==> config.mk <==
export PLATFORM = sky130hd
export DESIGN_NAME = async_rx_flags
export DESIGN_NICKNAME = d
export VERILOG_FILES = /design/src/rtl/async_rx_flags.sv
export SDC_FILE = /design/constraint.sdc
export NUM_CORES = 1
export LEC_CHECK = 0
export BUFFER_PORTS_ARGS = -buffer_cell sky130_fd_sc_hd__buf_2
export CORE_ASPECT_RATIO = 0.5
export CORE_UTILIZATION = 30
export DETAILED_ROUTE_END_ITERATION = 10
export GPL_TIMING_DRIVEN = 0
export MAX_ROUTING_LAYER = met4
export PLACE_DENSITY = 0.54
export SLEW_MARGIN = 20
export SYNTH_ARGS = -nofsm -noshare
export SYNTH_HDL_FRONTEND = slang
export SYNTH_SLANG_ARGS = --single-unit
==> constraint.sdc <==
create_clock -name clk -period 2.5 [get_ports clk]
set_input_delay 0.5 -clock clk [delete_from_list [all_inputs] [get_ports clk]]
set_output_delay 0.5 -clock clk [all_outputs]
set_load 0.005 [all_outputs]
==> src/rtl/async_rx_flags.sv <==
module async_rx_flags #(
  parameter int DIV = 4
) (
  input  logic       clk,
  input  logic       rst_n,
  input  logic       rxd,
  input  logic [1:0] addr,
  input  logic       rd,
  input  logic       wr,
  input  logic [7:0] wdata,
  output logic [7:0] rdata,
  output logic       irq_full,
  output logic       irq_err
);
  localparam int DW = (DIV > 1) ? $clog2(DIV) : 1;
  localparam logic [1:0] ST_IDLE = 2'd0, ST_START = 2'd1, ST_BITS = 2'd2, ST_TAIL = 2'd3;

  logic [2:0]    sync;
  logic [7:0]    ctrl;
  logic          full, ferr, perr;
  logic [2:0]    arm;
  logic [7:0]    rbuf;
  logic [1:0]    st;
  logic [DW-1:0] dcnt;
  logic [3:0]    tcnt, bidx;
  logic [8:0]    sh;

  wire line  = sync[1];
  wire fall  = sync[2] & ~sync[1];
  wire en    = ctrl[0];
  wire pe    = ctrl[1];
  wire podd  = ctrl[2];
  wire seven = ctrl[3];
  wire two   = ctrl[4];

  wire       tick    = (dcnt == DW'(DIV - 1));
  wire [3:0] last    = (seven ? 4'd7 : 4'd8) + {3'b000, pe};
  wire [7:0] dword   = seven ? {1'b0, sh[6:0]} : sh[7:0];
  wire       pbit    = seven ? sh[7] : sh[8];
  wire       pbad    = pe & (pbit != (^dword ^ podd));
  wire       stat_wr = wr & (addr == 2'd1);
  wire [2:0] clr     = arm & {perr, ferr, full} & ~wdata[2:0] & {3{stat_wr}};

  assign irq_full = full & ctrl[5];
  assign irq_err  = (ferr | perr) & ctrl[6];

  always_comb begin
    case (addr)
      2'd0:    rdata = ctrl;
      2'd1:    rdata = {5'b00000, perr, ferr, full};
      2'd2:    rdata = rbuf;
      default: rdata = 8'h00;
    endcase
  end

  always_ff @(posedge clk or negedge rst_n) begin
    if (!rst_n) begin
      sync <= 3'b111;
      ctrl <= '0;
      full <= 1'b0;
      ferr <= 1'b0;
      perr <= 1'b0;
      arm  <= '0;
      rbuf <= '0;
      st   <= ST_IDLE;
      dcnt <= '0;
      tcnt <= '0;
      bidx <= '0;
      sh   <= '0;
    end else begin
      sync <= {sync[1:0], rxd};
      if (wr && addr == 2'd0) ctrl <= wdata;
      if (rd && addr == 2'd1) arm <= {perr, ferr, full};
      else if (stat_wr)       arm <= '0;
      full <= full & ~clr[0];
      ferr <= ferr & ~clr[1];
      perr <= perr & ~clr[2];
      dcnt <= (st == ST_IDLE || tick) ? '0 : DW'(dcnt + 1'b1);

      case (st)
        ST_IDLE:
          if (en && !ferr && !perr && fall) begin
            st   <= ST_START;
            tcnt <= '0;
          end
        ST_START:
          if (tick) begin
            if (tcnt == 4'd7) begin
              if (line) st <= ST_IDLE;
              else begin
                st   <= ST_BITS;
                tcnt <= '0;
                bidx <= '0;
              end
            end else tcnt <= tcnt + 4'd1;
          end
        ST_BITS:
          if (tick) begin
            if (tcnt == 4'd15) begin
              tcnt <= '0;
              bidx <= bidx + 4'd1;
              for (int i = 0; i < 9; i++)
                if (bidx == 4'(i)) sh[i] <= line;
              if (bidx == last) begin
                rbuf <= dword;
                if (!line)         ferr <= 1'b1;
                if (pbad)          perr <= 1'b1;
                if (line && !pbad) full <= 1'b1;
                st <= two ? ST_TAIL : ST_IDLE;
              end
            end else tcnt <= tcnt + 4'd1;
          end
        default:
          if (tick) begin
            if (tcnt == 4'd15) st <= ST_IDLE;
            else tcnt <= tcnt + 4'd1;
          end
      endcase

      if (!en) st <= ST_IDLE;
    end
  end
endmodule

-- Word level (Yosys, flattened, before mapping)
Cells that the tools add are included.
- register bits: 46
- input port bits: 15
- output and inout port bits: 10
- logic and storage cells: 153
- add/subtract/negate cells: 4
- equal/unequal tests: 33
- mux-type cells: 48
- bitwise gates (word level): 18
- reductions and logical operators: 30
- operators with widths (kind ; number):
    $mux 4 ; 13
    $reduce_and 4->1 ; 10
    $mux 2 ; 12
    $pmux 8 s3 ; 1
    $eq 4x3->1 const B ; 5
    $ne 3x3->1 const B ; 6
    $mux 1 ; 16
    $pmux 4 s3 ; 1
    $reduce_and 6->1 ; 2
    $ne 2x2->1 const B ; 5
    $and 3x3->3 ; 3
    $add 4x1->4 const B ; 2
    $and 1x1->1 ; 8
    $eq 4x2->1 const B ; 2
    $eq 4x4->1 const B ; 2
    $mux 8 ; 1
    $pmux 4 s2 ; 1
    $reduce_and 8->1 ; 1
    $reduce_xor 8->1 ; 1
    $eq 2x2->1 const B ; 3
    $logic_and 1x1->1 ; 6
    $mux 3 ; 2
    $pmux 2 s3 ; 1
    $reduce_bool 2->1 ; 3
    other kinds (19) ; 26

-- Depth between registers and ports, before layout
Gate-level depths: netlist of run 1.
- word-level depth: 12
- gate-level depth with buffers: 8
- depth with buffers taken out: 7

-- Least setup slack after synthesis of run 1
OpenSTA, ideal clock, no wires.
- path kind: register to register
- start point: reg ctrl[3]
- end point: reg rbuf[2]
- setup time: 0.125 ns
- arrival time: 1.740 ns
- required time: 2.375 ns
- path slack: 0.635 ns
- cell stages (with the launch flop): 7
- buffers on the path: 1
- period minus slack after synthesis: 1.865 ns
- cell sequence: dfrtp_1 -> ha_1 -> xor2_1 -> nand2_1 -> or3_4 -> buf_6 -> mux2_4
- longest elaborated chain between the ends: 4
- RTL lines (element ; RTL line ; source):
    start: declaration ; 19 ; logic [7:0] ctrl;
    start signal: assignment ; 72 ; if (wr && addr == 2'd0) ctrl <= wdata;
    $mux 4 ; 37 ; wire [3:0] last = (seven ? 4'd7 : 4'd8) + {3'b000, pe};
    $add 4x1->4 ; 37 ;
    $eq 4x4->1 ; 104 ; if (bidx == last) begin
    $reduce_and 4->1 (no line) ; n/a ;
    end signal: assignment ; 105 ; rbuf <= dword;
    end: declaration ; 22 ; logic [7:0] rbuf;
Every way passes these cells.
A chain may end at the register's enable or synchronous reset.

-- Final worst setup path of run 1
- start point: in addr[1]
- end point: out rdata[1]
- longest elaborated chain between the ends: 2
- elaborated cells between the ends (all ways): 4
- classes of those cells: eq/ne: 2; mux: 1; reduce/logical: 1
- RTL lines (element ; RTL line ; source):
    start: declaration ; 7 ; input logic [1:0] addr,
    $eq 2x2->1 (tied with other cells) ; 48 ; case (addr)
    $pmux 8 s3 * ; 48 ;
    end: declaration ; 11 ; output logic [7:0] rdata,
Every way passes the cells marked *; elsewhere a longest branch is shown, timed or not.

==> results of run 1 <==
## synthesized netlist by cell type (2+ instances only)
cell,count
o21ai_0,13
inv_1,8
mux2_2,19
nor3b_1,2
clkbuf_1,4
nor2b_1,2
dfstp_2,3
ha_1,12
nor3_1,5
xnor2_1,8
and2_1,3
buf_2,2
mux2_4,5
nand3_1,6
xor2_1,3
nand3b_1,3
a21oi_1,5
dfrtp_1,43
nor2_1,13
a22o_1,3
mux2i_1,12
nand2_1,26
nand2b_1,4
## per-stage QoR
step,setup WS (ns),total power [W],instances,cell area [µm²]
after CTS,0.2443,0.002013,372,2942
after floorplan,0.6347,0.001234,229,2546
final,0.2652,0.001990,372,2944
after global routing,0.1015,0.002112,372,2944
after global placement,0.2894,0.001357,365,2806
after detailed placement,0.2297,0.001374,365,2806
## flip-flops by register name (all words and copies together), names as in the netlist
name / count
arm: 3
rbuf: 8
full: 1
sh: 9
ctrl: 8
sync: 3
ferr: 1
dcnt: 2
perr: 1
bidx: 4
tcnt: 4
st: 2
## per-layer routing
metal,share of wire (%),wire length (µm),global-route usage [%]
met5,0,0,-
met4,1.2,63,4.741
met3,3.9,210,2.102
met2,45,2418,21.96
met1,49,2637,17.36
## power by group
group,total [W],internal (W),switching [W],leakage [nW]
logic,0.000456,0.000210,0.000246,0.681
registers,0.000900,0.000818,0.0000813,0.610
clock network,0.000634,0.000361,0.000272,0.0694
total,0.00199,0.00139,0.000600,1.36
## cell usage in the layout (no fill, tap or decap), types with 4 or more instances in the layout
| cell type | count |
|---|---|
| a21oi_1 | 5 |
| buf_2 | 25 |
| clkbuf_1 | 4 |
| clkbuf_16 | 5 |
| dfrtp_1 | 43 |
| ha_1 | 12 |
| inv_1 | 8 |
| mux2_2 | 19 |
| mux2_4 | 5 |
| mux2i_1 | 12 |
| nand2_1 | 26 |
| nand2b_1 | 4 |
| nand3_1 | 6 |
| nor2_1 | 13 |
| nor3_1 | 5 |
| o21ai_0 | 13 |
| xnor2_1 | 8 |
## how the worst max path moves through the flow
stage / to
after floorplan: rbuf[2]$_DFFE_PN0P_
after global placement: rdata[1]
after detailed placement: rdata[1]
after CTS: rdata[1]
after global routing: rdata[2]
final: rdata[1]
## cells by family (layout without fill, tap and decap cells)
group,after synthesis,count (layout),share of synthesized area [%]
muxes,36,36,16.07
buffers and inverters,16,47,2.801
adders and majority gates,12,12,5.897
and+or+nand+nor,76,76,16.46
AOI/OAI and AO/OA,31,31,8.748
xor gates and xnor gates,12,12,4.669
DFF,46,46,45.36
## cell type report
| class | count | area (µm²) |
|---|---|---|
| buffer | 8 | 41.29 |
| clock buffer | 5 | 125.1 |
| clock inverter | 2 | 10.01 |
| fill | 820 | 5171 |
| inverter | 8 | 30.03 |
| multi-input combinational | 167 | 1320 |
| sequential | 46 | 1155 |
| tap | 112 | 140.1 |
| timing repair buffer | 24 | 122.6 |
==> qor.csv, run 1 <==
stage;metric;value;unit
floorplan;io-pin-count;25;
detailed_routing;wl_per_cell;14.32;µm
yosys;synthesis.nets;256;
timing;worst_pin_slew;0.7490;ns
yosys;synth_edf_count;0;
yosys;yosysTopAreaCellShare;42.26;%
final_layout;final_layout_size_suffix_gt1_share;27.69;%
clocking;cts.sink_count;46;
worst_setup_path;worstPathRequired;2.00;ns
detailed_routing;drt_pass1_iterations;4;
timing;slew_viol_final;0;
yosys;ys_seq_elements;46;
floorplan;core-area;8115;µm²
yosys;yosysSeqAreaShare;45.36;%
floorplan;die_area;8882;µm²
yosys;synth_area_leaders;dfrtp_1, mux2_2, ha_1, mux2i_1, nand2_1;
worst_setup_path;reg2reg_slack;0.46;ns
run_status;status;finished, final reports clean;
clocking;cts_tree;done;
worst_setup_path;cpLargestDelayFamily;buffers and inverters;
grt;first_global_vias;1770;
detailed_routing;wl;5.328;mm
yosys;ys_warn_count;0;
timing;hold_violations;0;
final_layout;nets;287;
yosys;synth_top_area_cell;dfrtp_1;
worst_setup_path;startpoint;addr[1];
worst_setup_path;r2r_end;rbuf[6]$_DFFE_PN0P_;
clocking;h-tree-depth;2;
clocking;cts-hold-fix-buffers;0;
worst_setup_path;cpMostUsedCell;buf_2;
grt;antenna_found_initial;0;
worst_setup_path;crit_cells;6;
power_and_ir_drop;ir_drop;0.0002728;V
placement;gp_congestion;0.7880;
detailed_routing;drt_iter0_drc;61;
clocking;post-cts-setup-buffers;0;
timing;finClkSkew;0.008961;ns
clocking;cts.path.max_buffers;2;
timing;min_period;2.235;ns
worst_setup_path;max_stage_delay;0.49;ns
clocking;numCtsBuffers;5;
detailed_routing;drtAntennaViolNets;0;
worst_setup_path;cp_slowest_cell;clkbuf_1;
clocking;clk_pin_slew_worst_paths;0.07;ns
final_layout;antenna_cells;0;
detailed_routing;routed_via_density;4.704;
worst_setup_path;crit_buf_inv;3;
grt;grt_pass1_wl;8.990;mm
worst_setup_path;crit_path_cell_trace;buf_2, clkbuf_1, nor2b_1, nand2_1, o21ai_0, buf_2;
clocking;insertion_delay;0.29;ns
yosys;synth_ff_type;dfrtp_1;
placement;io_buffers;24;
worst_setup_path;cp.arrival;1.73;ns
grt;grt_max_degree;47;
timing;setup_viol;0;
yosys;syn_area;2546;µm²
min_path;hp-class;input port to async pin;
timing;fin_setup_tns;0;ns
floorplan;dieWidth;132.3;µm
final_layout;area_growth;15.63;%
worst_setup_path;worstSetupPathType;input port to output pin;
floorplan;start_util;31.38;%
worst_setup_path;rr_worst_depth;6;
timing;rsz0062_at_grt;no;
worst_setup_path;rr_startpoint;ctrl[3]$_DFFE_PN0P_;
power_and_ir_drop;p_per_area;675.9;nW/µm²
worst_setup_path;crit_fanout;10;
floorplan;die_h;67.15;µm
placement;place_hpwl;3.951;mm
clocking;cts_resized;0;
power_and_ir_drop;p_leak;1.360;nW
detailed_routing;via_count;1750;
floorplan;placement_rows;23;
grt;grtUsageTotal;13.47;%
timing;slew_headroom;49.85;%
worst_setup_path;startpoint_type;input port;
yosys;syn_area_per_cell;11.12;µm²
detailed_routing;drcViolationCount;0;
timing;max_freq;0.4475;GHz
timing;hold_slack;0.2147;ns
worst_setup_path;crit_path_end_kind;output pin;
clocking;root_buffer;clkbuf_16;
timing;period_share;89.39;%
job;cap_viol_max_count;0;
yosys;synthCells;229;
yosys;yosysUniqueCellTypes;48;
yosys;async_reset_ff_share;100.0;%
final_layout;utilization;36.28;%
grt;grt_overflow;0;
No activity file was read; power rests on OpenSTA's default activity.
==> run 2: changes to the inputs <==
Settings changed: ABC_AREA set to 1.
==> run 2 against run 1 <==
Compared with the run above:
- die area is 0.86% lower
- design area is 0.30% higher
- register-to-register slack better by 0.09 ns
- via count is 19% higher
- synthesized cell count is 33% higher
- critical path depth is 5 higher
- critical path type is now register to register
- highest routed layer unchanged
==> qor.csv, run 2 <==
stage;metric;value;unit;change
worst_setup_path;worstSetupPathType;register to register;;was input port to output pin
worst_setup_path;crit_path_cell_trace;inv_1, ha_1, buf_2, inv_4, nor2_8, inv_2, nor3_4, inv_2, buf_6, nand2_2, o21ai_2;;was buf_2, clkbuf_1, nor2b_1, nand2_1, o21ai_0, buf_2
grt;grt.met1_usage;18.60;%;was 17.36%
worst_setup_path;startpoint_type;register;;was input port
final_layout;register_area;1155;µm²;unchanged
final_layout;final_cell_mix;nand2_1, inv_1, dfrtp_1;;was dfrtp_1, nand2_1, buf_2
power_and_ir_drop;p_leak;1.448;nW;was 1.360 nW
grt;first_global_vias;2071;;was 1770
final_layout;largestRegisters;sh x9, ctrl x8, rbuf x8;;unchanged
timing;slew_headroom;61.65;%;was 49.85%
clocking;h-tree-depth;2;;unchanged
yosys;syn_area_per_cell;8.274;µm²;was 11.12 µm²
detailed_routing;wl;5.618;mm;was 5.328 mm
timing;period_share;77.82;%;was 89.39%
yosys;ys_seq_elements;46;;unchanged
yosys;yosysTopAreaCellShare;42.64;%;was 42.26%
final_layout;final_layout_size_suffix_gt1_share;17.21;%;was 27.69%
floorplan;placement_rows;23;;unchanged
timing;min_period;1.946;ns;was 2.235 ns
yosys;ys_warn_count;0;;unchanged
timing;worst_pin_slew;0.5752;ns;was 0.7490 ns
placement;io_buffers;24;;unchanged
placement;gp_congestion;0.7717;;was 0.7880
detailed_routing;drtAntennaViolNets;0;;unchanged
final_layout;antenna_cells;0;;unchanged
final_layout;nets;363;;was 287
min_path;hp-class;input port to async pin;;unchanged
clocking;insertion_delay;0.29;ns;about the same
yosys;synth_area_leaders;dfrtp_1, nand2_1, inv_1, ha_1, nand3_1;;was dfrtp_1, mux2_2, ha_1, mux2i_1, nand2_1
worst_setup_path;cp.arrival;2.13;ns;was 1.73 ns
floorplan;die_area;8805;µm²;was 8882 µm²
worst_setup_path;cpLargestDelayFamily;buffers and inverters;;unchanged
detailed_routing;drcViolationCount;0;;unchanged
yosys;yosysSeqAreaShare;45.76;%;was 45.36%
clocking;clk_pin_slew_worst_paths;0.07;ns;about the same
placement;place_hpwl;4.213;mm;was 3.951 mm
power_and_ir_drop;p_per_area;685.9;nW/µm²;was 675.9 nW/µm²
grt;antenna_found_initial;0;;unchanged
floorplan;core-area;8087;µm²;was 8115 µm²
worst_setup_path;crit_cells;11;;was 6
final_layout;num-fill-cells;832;;was 820
placement;post-place-ws;0.5416;ns;was 0.2297 ns
worst_setup_path;cp_slowest_cell;dfrtp_1;;was clkbuf_1
timing;max_freq;0.5140;GHz;was 0.4475 GHz
timing;fin_setup_tns;0;ns;unchanged
timing;hold_violations;0;;unchanged
clocking;cts_resized;0;;unchanged
clocking;post-cts-setup-buffers;0;;unchanged
run_status;status;finished, final reports clean;;unchanged
worst_setup_path;crit_fanout;10;;unchanged
floorplan;die_h;66.86;µm;was 67.15 µm
worst_setup_path;worstPathRequired;2.68;ns;was 2.00 ns
clocking;root_buffer;clkbuf_16;;unchanged
detailed_routing;drt_iter0_drc;163;;was 61
final_layout;area_growth;17.01;%;was 15.63%
clocking;numCtsBuffers;5;;unchanged
yosys;yosys-top-cells-count;nand2_1, dfrtp_1, inv_1;;was dfrtp_1, nand2_1, mux2_2
floorplan;start_util;31.21;%;was 31.38%
final_layout;multi_input_area;1161;µm²;was 1320 µm²
clocking;cts.sink_count;46;;unchanged
timing;hold_slack;0.1971;ns;was 0.2147 ns
worst_setup_path;rr_worst_depth;11;;was 6
grt;grt_pass1_wl;9.715;mm;was 8.990 mm
grt;grt_overflow;0;;unchanged
floorplan;io-pin-count;25;;unchanged
yosys;yosysUniqueCellTypes;34;;was 48
grt;grt.busiest_layer;met2;;unchanged
grt;grt.met2_usage;24.14;%;was 21.96%
job;cap_viol_max_count;0;;unchanged
timing;fin_ws;0.5544;ns;was 0.2652 ns
clocking;cts_tree;done;;unchanged
yosys;synth.most_common_cell;nand2_1;;was dfrtp_1
detailed_routing;routed_via_density;4.657;;was 4.704
final_layout;largest_reg_flops;9;;unchanged
clocking;cts-hold-fix-buffers;0;;unchanged
yosys;async_reset_ff_share;100.0;%;unchanged
clocking;cts.path.max_buffers;2;;unchanged
timing;slew_viol_final;0;;unchanged
yosys;synth_ff_type;dfrtp_1;;unchanged
final_layout;largest_register;sh;;unchanged
timing;rsz0062_at_grt;no;;unchanged
detailed_routing;drt_pass1_iterations;4;;unchanged
yosys;synth_top_area_cell;dfrtp_1;;unchanged
yosys;synthCells;305;;was 229
yosys;syn_area;2524;µm²;was 2546 µm²
worst_setup_path;cpMostUsedCell;inv_2;;was buf_2
worst_setup_path;max_stage_delay;0.42;ns;was 0.49 ns
final_layout;layout_commonest_cell;nand2_1;;was dfrtp_1
detailed_routing;via_count;2091;;was 1750
timing;finClkSkew;0.004368;ns;was 0.008961 ns
grt;grt.met3_usage;2.511;%;was 2.102%
grt;grt_max_degree;47;;unchanged
timing;setup_viol;0;;unchanged
floorplan;dieWidth;131.7;µm;was 132.3 µm
detailed_routing;wl_per_cell;12.51;µm;was 14.32 µm
grt;grtUsageTotal;14.62;%;was 13.47%
yosys;synthesis.nets;332;;was 256
worst_setup_path;crit_path_end_kind;register;;was output pin
yosys;synth_edf_count;0;;unchanged
worst_setup_path;crit_buf_inv;6;;was 3
power_and_ir_drop;ir_drop;0.0002850;V;was 0.0002728 V
==> run 2: changes by cell type after synthesis, sizes merged, moves of 6 or more <==
cell | before | now
a21oi | 5 | 12
nand2 | 26 | 74
nor2 | 13 | 26
nand3 | 7 | 24
mux2 | 24 | 2
inv | 8 | 48
mux2i | 12 | 1
xnor2 | 8 | 2
o21ai | 13 | 26
nand4 | 1 | 7
==> run 2: path summary, 6_finish.rpt <==
path,startpoint,end,slack (ns)
worst max-delay path,st[0]$_DFFE_PN0P_,rbuf[6]$_DFFE_PN0P_,0.55
worst min-delay path,rst_n,rbuf[6]$_DFFE_PN0P_,0.20
worst max register to register,st[0]$_DFFE_PN0P_,rbuf[6]$_DFFE_PN0P_,0.55
worst min register to register,sync[0]$_DFF_PN1_,sync[1]$_DFF_PN1_,0.36
max in group asynchronous,rst_n,dcnt[0]$_DFF_PN0_,1.90
min in group clk,rxd,sync[0]$_DFF_PN1_,0.31
==> run 2: per-layer routing <==
layer	routed length, µm	vias up
li1	-	1057
met1	2816	988
met2	2550	40
met3	187	6
met4	63	0
met5	0	-
==> run 2: through the flow <==
step                cell area (µm²)  cells  power, W  utilization (%)
finish                         2953    449  0.002025            36.52
global route                   2953    449  0.002141            36.52
CTS                            2950    449  0.002047            36.48
detailed placement             2784    441  0.001282            34.43
global placement               2784    441  0.001267            34.43
floorplan                      2524    305  0.001150                -
==> run 2: cells by family after synthesis <==
group,share of synthesized area [%]
flip-flops,45.76
adder cells (fa/ha/maj),5.949
AO/OA/AOI/OAI,13.19
multiplexers,1.289
AND/OR/NAND/NOR,23.85
buffers and inverters,8.230
XOR/XNOR,1.736
==> run 2: report_power, final <==
group | switching, W | internal (W) | leakage (nW)
clock network | 0.000285 | 0.000472 | 0.0771
logic | 0.000243 | 0.000147 | 0.772
registers | 0.0000541 | 0.000824 | 0.599
total | 0.000582 | 0.00144 | 1.45
==> run 2: final cells by class <==
cell class	count	share of cell area (%)
Sequential cell	46	39.11
Clock buffer	6	4.364
Buffer	4	0.8475
Multi-Input combinational cell	207	39.32
Timing Repair Buffer	24	4.153
Tap cell	112	4.746
Clock inverter	2	1.271
Inverter	48	6.186
